**config.mk**
```make
export PLATFORM = sky130hd
export DESIGN_NAME = io_split_top
export DESIGN_NICKNAME = d
export VERILOG_FILES = /design/src/rtl/io_split_pkg.sv /design/src/rtl/io_split_datapath.sv /design/src/rtl/io_split_ctrl.sv /design/src/rtl/io_split_top.sv
export SDC_FILE = /design/constraint.sdc
export NUM_CORES = 1
export LEC_CHECK = 0
export ABC_AREA = 1
export CAP_MARGIN = 20
export CORE_MARGIN = 2
export CORE_UTILIZATION = 46
export DETAILED_ROUTE_END_ITERATION = 10
export PLACE_DENSITY = 0.87
export SLEW_MARGIN = 30
export SYNTH_ARGS = -nofsm -noshare
export SYNTH_HDL_FRONTEND = slang
export SYNTH_HIERARCHICAL = 1
export SYNTH_SLANG_ARGS = --single-unit
```
**constraint.sdc**
```tcl
create_clock -name clk -period 2.6 [get_ports clk]
set_clock_uncertainty 0.05 [all_clocks]
set_input_delay 0.65 -clock clk [delete_from_list [all_inputs] [get_ports clk]]
set_output_delay 0.65 -clock clk [all_outputs]
set_load 0.005 [all_outputs]
```
**src/rtl/io_split_pkg.sv**
```systemverilog
package io_split_pkg;
  localparam int BUS_W = 16;
  localparam int CPU_W = 32;
  localparam int LEN_W = 3;

  typedef enum logic [1:0] {
    ST_IDLE   = 2'd0,
    ST_FIRST  = 2'd1,
    ST_SECOND = 2'd2
  } splitState_t;

  // strobes from control to datapath
  typedef struct packed {
    logic load;       // latch a new access
    logic capFirst;   // first read word returned
    logic capSecond;  // second read word returned
    logic selSecond;  // drive the second cycle onto the bus
  } splitStrobe_t;
endpackage

```
**src/rtl/io_split_datapath.sv**
```systemverilog
module io_split_datapath
  import io_split_pkg::*;
#(
  parameter int PAGE_W = 13
) (
  input  logic                   clk,
  input  logic                   rstN,
  input  splitStrobe_t           strobe,
  input  logic                   reqWrite,
  input  logic [PAGE_W-1:0]      reqAddr,
  input  logic [LEN_W-1:0]       reqLen,
  input  logic [CPU_W-1:0]       reqWdata,
  input  logic [BUS_W-1:0]       busRdata,
  input  logic                   busReq,
  output logic                   twoOps,
  output logic                   opWrite,
  output logic [PAGE_W-1:0]      busAddr,
  output logic                   busByte,
  output logic [BUS_W-1:0]       busWdata,
  output logic [CPU_W-1:0]       rspRdata
);
  localparam int LANES = BUS_W / 8;

  logic [PAGE_W-1:0] offQ;
  logic [LEN_W-1:0]  lenQ;
  logic [CPU_W-1:0]  wdQ;
  logic              wrQ;
  logic [CPU_W-1:0]  rdQ;

  always_ff @(posedge clk) begin
    if (!rstN) begin
      offQ <= '0;
      lenQ <= '0;
      wdQ  <= '0;
      wrQ  <= 1'b0;
    end else if (strobe.load) begin
      offQ <= reqAddr;
      lenQ <= reqLen;
      wdQ  <= reqWdata;
      wrQ  <= reqWrite;
    end
  end

  // cycle plan for the latched access
  logic              oddOff;
  logic [PAGE_W-1:0] wordBase;
  logic              b0, b1;
  logic [PAGE_W-1:0] a0, a1;
  logic [BUS_W-1:0]  d0, d1;

  assign oddOff   = offQ[0];
  assign wordBase = {offQ[PAGE_W-1:1], 1'b0};

  always_comb begin
    twoOps = 1'b0;
    b0 = 1'b0; b1 = 1'b0;
    a0 = offQ; a1 = offQ + PAGE_W'(1);
    d0 = wdQ[15:0]; d1 = wdQ[31:16];
    if (wrQ) begin
      case (lenQ)
        3'd1: begin
          b0 = 1'b1;
          d0 = {8'h00, wdQ[7:0]};
        end
        3'd2: begin
          if (oddOff) begin
            twoOps = 1'b1;
            b0 = 1'b1; d0 = {8'h00, wdQ[7:0]};
            b1 = 1'b1; d1 = {8'h00, wdQ[15:8]};
          end
        end
        3'd3: begin
          twoOps = 1'b1;
          if (oddOff) begin
            b0 = 1'b1; d0 = {8'h00, wdQ[7:0]};
            d1 = wdQ[23:8];
          end else begin
            a1 = offQ + PAGE_W'(2);
            b1 = 1'b1; d1 = {8'h00, wdQ[23:16]};
          end
        end
        default: begin
          twoOps = 1'b1;
          a1 = offQ + PAGE_W'(2);
        end
      endcase
    end else begin
      twoOps = ({1'b0, lenQ} + {3'b000, oddOff}) > 4'd2;
      a0 = wordBase;
      a1 = wordBase + PAGE_W'(2);
    end
  end

  logic [BUS_W-1:0] opData;
  assign busAddr = strobe.selSecond ? a1 : a0;
  assign busByte = strobe.selSecond ? b1 : b0;
  assign opData  = strobe.selSecond ? d1 : d0;
  assign opWrite = wrQ;

  // byte cycles repeat the byte on every lane
  for (genvar g = 0; g < LANES; g++) begin : gLane
    assign busWdata[g*8 +: 8] = busByte ? opData[7:0] : opData[g*8 +: 8];
  end

  always_ff @(posedge clk) begin
    if (!rstN) begin
      rdQ <= '0;
    end else if (strobe.load) begin
      rdQ <= '0;
    end else if (strobe.capFirst) begin
      if (twoOps)       rdQ[15:0] <= busRdata;
      else if (offQ[1]) rdQ <= {busRdata, 16'h0000};
      else              rdQ <= {16'h0000, busRdata};
    end else if (strobe.capSecond) begin
      rdQ[31:16] <= busRdata;
    end
  end
  assign rspRdata = rdQ;


  read_is_word_chk: assert property (@(posedge clk) disable iff (!rstN)
    busReq && !opWrite |-> !busByte);

  word_even_addr_chk: assert property (@(posedge clk) disable iff (!rstN)
    busReq && !busByte |-> !busAddr[0]);
endmodule

```
**src/rtl/io_split_ctrl.sv**
```systemverilog
module io_split_ctrl
  import io_split_pkg::*;
(
  input  logic         clk,
  input  logic         rstN,
  input  logic         reqValid,
  input  logic         twoOps,
  input  logic         opWrite,
  input  logic         busAck,
  input  logic         busNxm,
  output splitStrobe_t strobe,
  output logic         busy,
  output logic         busReq,
  output logic         rspValid,
  output logic         mchkValid,
  output logic         mchkWrite
);
  splitState_t state, nextState;
  logic accept, lastAck, failAck;

  assign accept  = reqValid && (state == ST_IDLE);
  assign failAck = busAck && busNxm && (state != ST_IDLE);
  assign lastAck = busAck && !busNxm &&
                   ((state == ST_SECOND) || (state == ST_FIRST && !twoOps));

  always_comb begin
    strobe.load      = accept;
    strobe.capFirst  = (state == ST_FIRST)  && busAck && !busNxm;
    strobe.capSecond = (state == ST_SECOND) && busAck && !busNxm;
    strobe.selSecond = (state == ST_SECOND);
  end

  always_comb begin
    nextState = state;
    case (state)
      ST_IDLE:   if (accept) nextState = ST_FIRST;
      ST_FIRST:  if (busAck) nextState = (busNxm || !twoOps) ? ST_IDLE : ST_SECOND;
      ST_SECOND: if (busAck) nextState = ST_IDLE;
      default:   nextState = ST_IDLE;
    endcase
  end

  always_ff @(posedge clk) begin
    if (!rstN) begin
      state     <= ST_IDLE;
      rspValid  <= 1'b0;
      mchkValid <= 1'b0;
      mchkWrite <= 1'b0;
    end else begin
      state     <= nextState;
      rspValid  <= lastAck;
      mchkValid <= failAck;
      if (failAck) mchkWrite <= opWrite;
    end
  end

  assign busy   = (state != ST_IDLE);
  assign busReq = busy;


  rsp_mchk_excl_chk: assert property (@(posedge clk) disable iff (!rstN)
    !(rspValid && mchkValid));

  nxm_abort_chk: assert property (@(posedge clk) disable iff (!rstN)
    busReq && busAck && busNxm |=> mchkValid && !busReq);
endmodule

```
**src/rtl/io_split_top.sv**
```systemverilog
module io_split_top
  import io_split_pkg::*;
#(
  parameter int PAGE_W = 13
) (
  input  logic              clk,
  input  logic              rstN,
  input  logic              reqValid,
  input  logic              reqWrite,
  input  logic [PAGE_W-1:0] reqAddr,
  input  logic [2:0]        reqLen,
  input  logic [31:0]       reqWdata,
  output logic              busy,
  output logic              rspValid,
  output logic [31:0]       rspRdata,
  output logic              mchkValid,
  output logic              mchkWrite,
  output logic              busReq,
  output logic [PAGE_W-1:0] busAddr,
  output logic              busByte,
  output logic              busWrite,
  output logic [15:0]       busWdata,
  input  logic              busAck,
  input  logic [15:0]       busRdata,
  input  logic              busNxm
);
  splitStrobe_t strobe;
  logic twoOps, opWrite;

  io_split_ctrl uCtrl (
    .clk(clk), .rstN(rstN), .reqValid(reqValid), .twoOps(twoOps),
    .opWrite(opWrite), .busAck(busAck), .busNxm(busNxm), .strobe(strobe),
    .busy(busy), .busReq(busReq), .rspValid(rspValid),
    .mchkValid(mchkValid), .mchkWrite(mchkWrite)
  );

  io_split_datapath #(.PAGE_W(PAGE_W)) uData (
    .clk(clk), .rstN(rstN), .strobe(strobe), .reqWrite(reqWrite),
    .reqAddr(reqAddr), .reqLen(reqLen), .reqWdata(reqWdata),
    .busRdata(busRdata), .busReq(busReq), .twoOps(twoOps),
    .opWrite(opWrite), .busAddr(busAddr), .busByte(busByte),
    .busWdata(busWdata), .rspRdata(rspRdata)
  );

  assign busWrite = opWrite;


  hold_until_ack_chk: assert property (@(posedge clk) disable iff (!rstN)
    busReq && !busAck |=> busReq && $stable(busAddr) && $stable(busByte) &&
                          $stable(busWdata) && $stable(busWrite));
endmodule

```
==> results.json, run 1 <==
{
  "routed_wirelength_um": 15690,
  "worst_slew_pin_slew_ns": 0.4360,
  "grt_use_met3": 0.04616,
  "antenna_found_initial": 0,
  "grtUsageTotal": 0.2529,
  "coreArea_um2": 9819,
  "ys_seq_area_frac": 0.3687,
  "period_needed_ns": 2.721,
  "cts-buffers-inserted": 9,
  "period_share": 1.047,
  "grt_start_max_net_pins": 72,
  "regArea_um2": 1754,
  "cts.sinks": 86,
  "vias_per_cell": 5.332,
  "slew_violations": 0,
  "crit_path_start_kind": "register",
  "hold_buffers": 0,
  "violations": "setup timing",
  "drv_cap": 0,
  "worst_slack_ns": -0.1214,
  "hold_path.class": "register to register",
  "dp_cells": 990,
  "grt-ovfl-total": 0,
  "holdPathStages": 2,
  "status": "finished, violations left",
  "cts_buffer_depth": 2,
  "firstDrtPassIters": 5,
  "reg2reg_depth": 10,
  "drive_above_1_share": 0.2255,
  "fin_cells": 1042,
  "worstPathRequired_ns": 1.90,
  "met1_usage": 0.3439,
  "grt_use_met2": 0.3998,
  "powerDensity_nw_per_um2": 450.9,
  "ant_nets": 0,
  "vdd_drop_max_mv": 0.2697,
  "final_cell_mix": "151 x nand2_1, 108 x clkdlybuf4s50_1, 102 x nor2_1",
  "nets": 981,
  "grt_pass1_wl_um": 22820,
  "setup_viol": 7,
  "maxSlewHeadroom": 0.7093,
  "worst_ep_arrival_time_ns": 2.02,
  "clk_latency_ns": 0.35,
  "dieArea_um2": 10970,
  "drc": 0,
  "hold_violations": 0,
  "fmax_mhz": 367.5,
  "syn2layout_area_growth_pct": 51.47,
  "die_y_um": 104.8,
  "fillers": 739,
  "critPathMaxFanout": 4,
  "syn_area_um2": 4669,
  "yosysWarnings": 6,
  "root_buffer": "clkbuf_8",
  "io_buffer_count": 137,
  "synth_cell_types": 30,
  "n_antenna_cell": 0,
  "crit_type": "register to output port",
  "rows": 36,
  "htreeDepth": 3,
  "wire_per_inst_um": 15.05,
  "gp_congestion": 0.9113,
  "die_width_um": 104.8,
  "io_pins": 138,
  "p_leak_nw": 3.256,
  "synth-seq-cells": 86,
  "cp-end-kind": "output port",
  "path_clk_slew_ns": 0.09,
  "grt.busiest_layer": "met2",
  "initial_utilization": 0.4755,
  "syn_inst": 731,
  "avgSynthCellArea_um2": 6.388,
  "grt_pass1_vias": 4686,
  "cts_tree": "built",
  "timing.hold.ws_ns": 0.4172,
  "dp_hpwl_um": 9552,
  "dr.first_iter.drc_count": 401,
  "final_common_cell": "nand2_1",
  "grt_setup_unrepaired": "true",
  "vias": 5556,
  "p_total_mw": 3.189,
  "synth_nets": 807,
  "multiInputGateArea_um2": 2819
}
-- worst paths after layout --
path,start,end,slack [ns]
setup / recovery,uData/offQ[0],busAddr[8],-0.12
hold / removal,uData/wdQ[2],uData/wdQ[2],0.42
setup reg to reg,uData/offQ[0],uData/rspRdata[16],0.46
hold reg to reg,uData/wdQ[2],uData/wdQ[2],0.42
-- state kept, by name (all words and copies together), names as in the netlist --
signal,cells
uCtrl/mchkValid,1
uCtrl/mchkWrite,1
uCtrl/rspValid,1
uCtrl/state,2
uData/lenQ,3
uData/offQ,13
uData/opWrite,1
uData/rspRdata,32
uData/wdQ,32
-- repair_timing --
item,in CTS,in global routing
gates cloned,1,0
gates resized for setup,83,128
hold endpoints to repair,0,0
pin swaps,6,21
setup buffers,10,26
setup endpoints to repair,30,27
-- worst max-delay path, cell delays in order, from the launching register on --
cell and delay, ns:
dfxtp_4 0.38, ha_2 0.17, nand2_1 0.06, inv_2 0.11
nand2_2 0.08, nor2_2 0.10, nand2_1 0.06, o21ai_1 0.07
nand3_1 0.08, nand2_1 0.07, clkdlybuf4s50_1 0.49
-- routing by layer --
layer	wire length, µm	vias to the layer above
met4	554	0
met2	7547	288
met5	0	-
li1	-	2688
met1	6508	2521
met3	1075	59
-- cell usage after synthesis, drive strengths merged --
master,instances,area share
xor2,5,0.0094
buf,14,0.020
nand2,180,0.15
ha,6,0.016
and2,8,0.011
a21oi,63,0.068
nand3b,16,0.026
o22ai,2,0.0027
o21ai,79,0.085
nand4,4,0.0054
clkinv,2,0.0019
nor3,8,0.0096
inv,65,0.052
nand3,51,0.059
o211ai,1,0.0016
clkbuf,26,0.021
dfxtp,86,0.37
nor2,115,0.097
-- area by class of cell --
class | count | share of cell area
sequential | 86 | 0.2480
inverter | 67 | 0.03839
multi-input combinational | 538 | 0.3985
timing repair buffer | 202 | 0.2634
clock inverter | 3 | 0.006368
tap | 133 | 0.02353
timing repair inverter | 1 | 0.001238
clock buffer | 12 | 0.02052
-- stage by stage --
stage	setup TNS (ns)	instance area (µm²)	setup WS [ns]	util
6_report	-0.4551	7073	-0.1214	0.7203
3_5_place_dp	0	6260	0.03304	0.6375
4_1_cts	-0.7629	6661	-0.1684	0.6784
5_1_grt	-1.517	7073	-0.2555	0.7203
3_3_place_gp	0	6260	0.05108	0.6375
2_1_floorplan	0	4669	0.5507	-
-- logic make-up after synthesis --
kind of cell    Yosys count  share of synthesized area
compound gates          145                     0.1565
xor+xnor                  5                   0.009378
fa+ha+maj                 6                    0.01608
buf+inv                 107                    0.09593
flops                    86                     0.3687
simple gates            382                     0.3534
-- power by group --
part | total (mW) | switching, mW | internal (mW) | leakage [nW]
combinational | 0.771 | 0.400 | 0.371 | 2.46
clock | 0.952 | 0.485 | 0.467 | 0.0887
sequential | 1.47 | 0.0693 | 1.40 | 0.712
No activity file was read; power rests on OpenSTA's default activity.
==> inputs of run 2 (changes only) <==
- CTS_CLUSTER_DIAMETER: unset -> 40
==> results of run 2 <==
Final layout, timing and power as in run 1 (identical DEF).
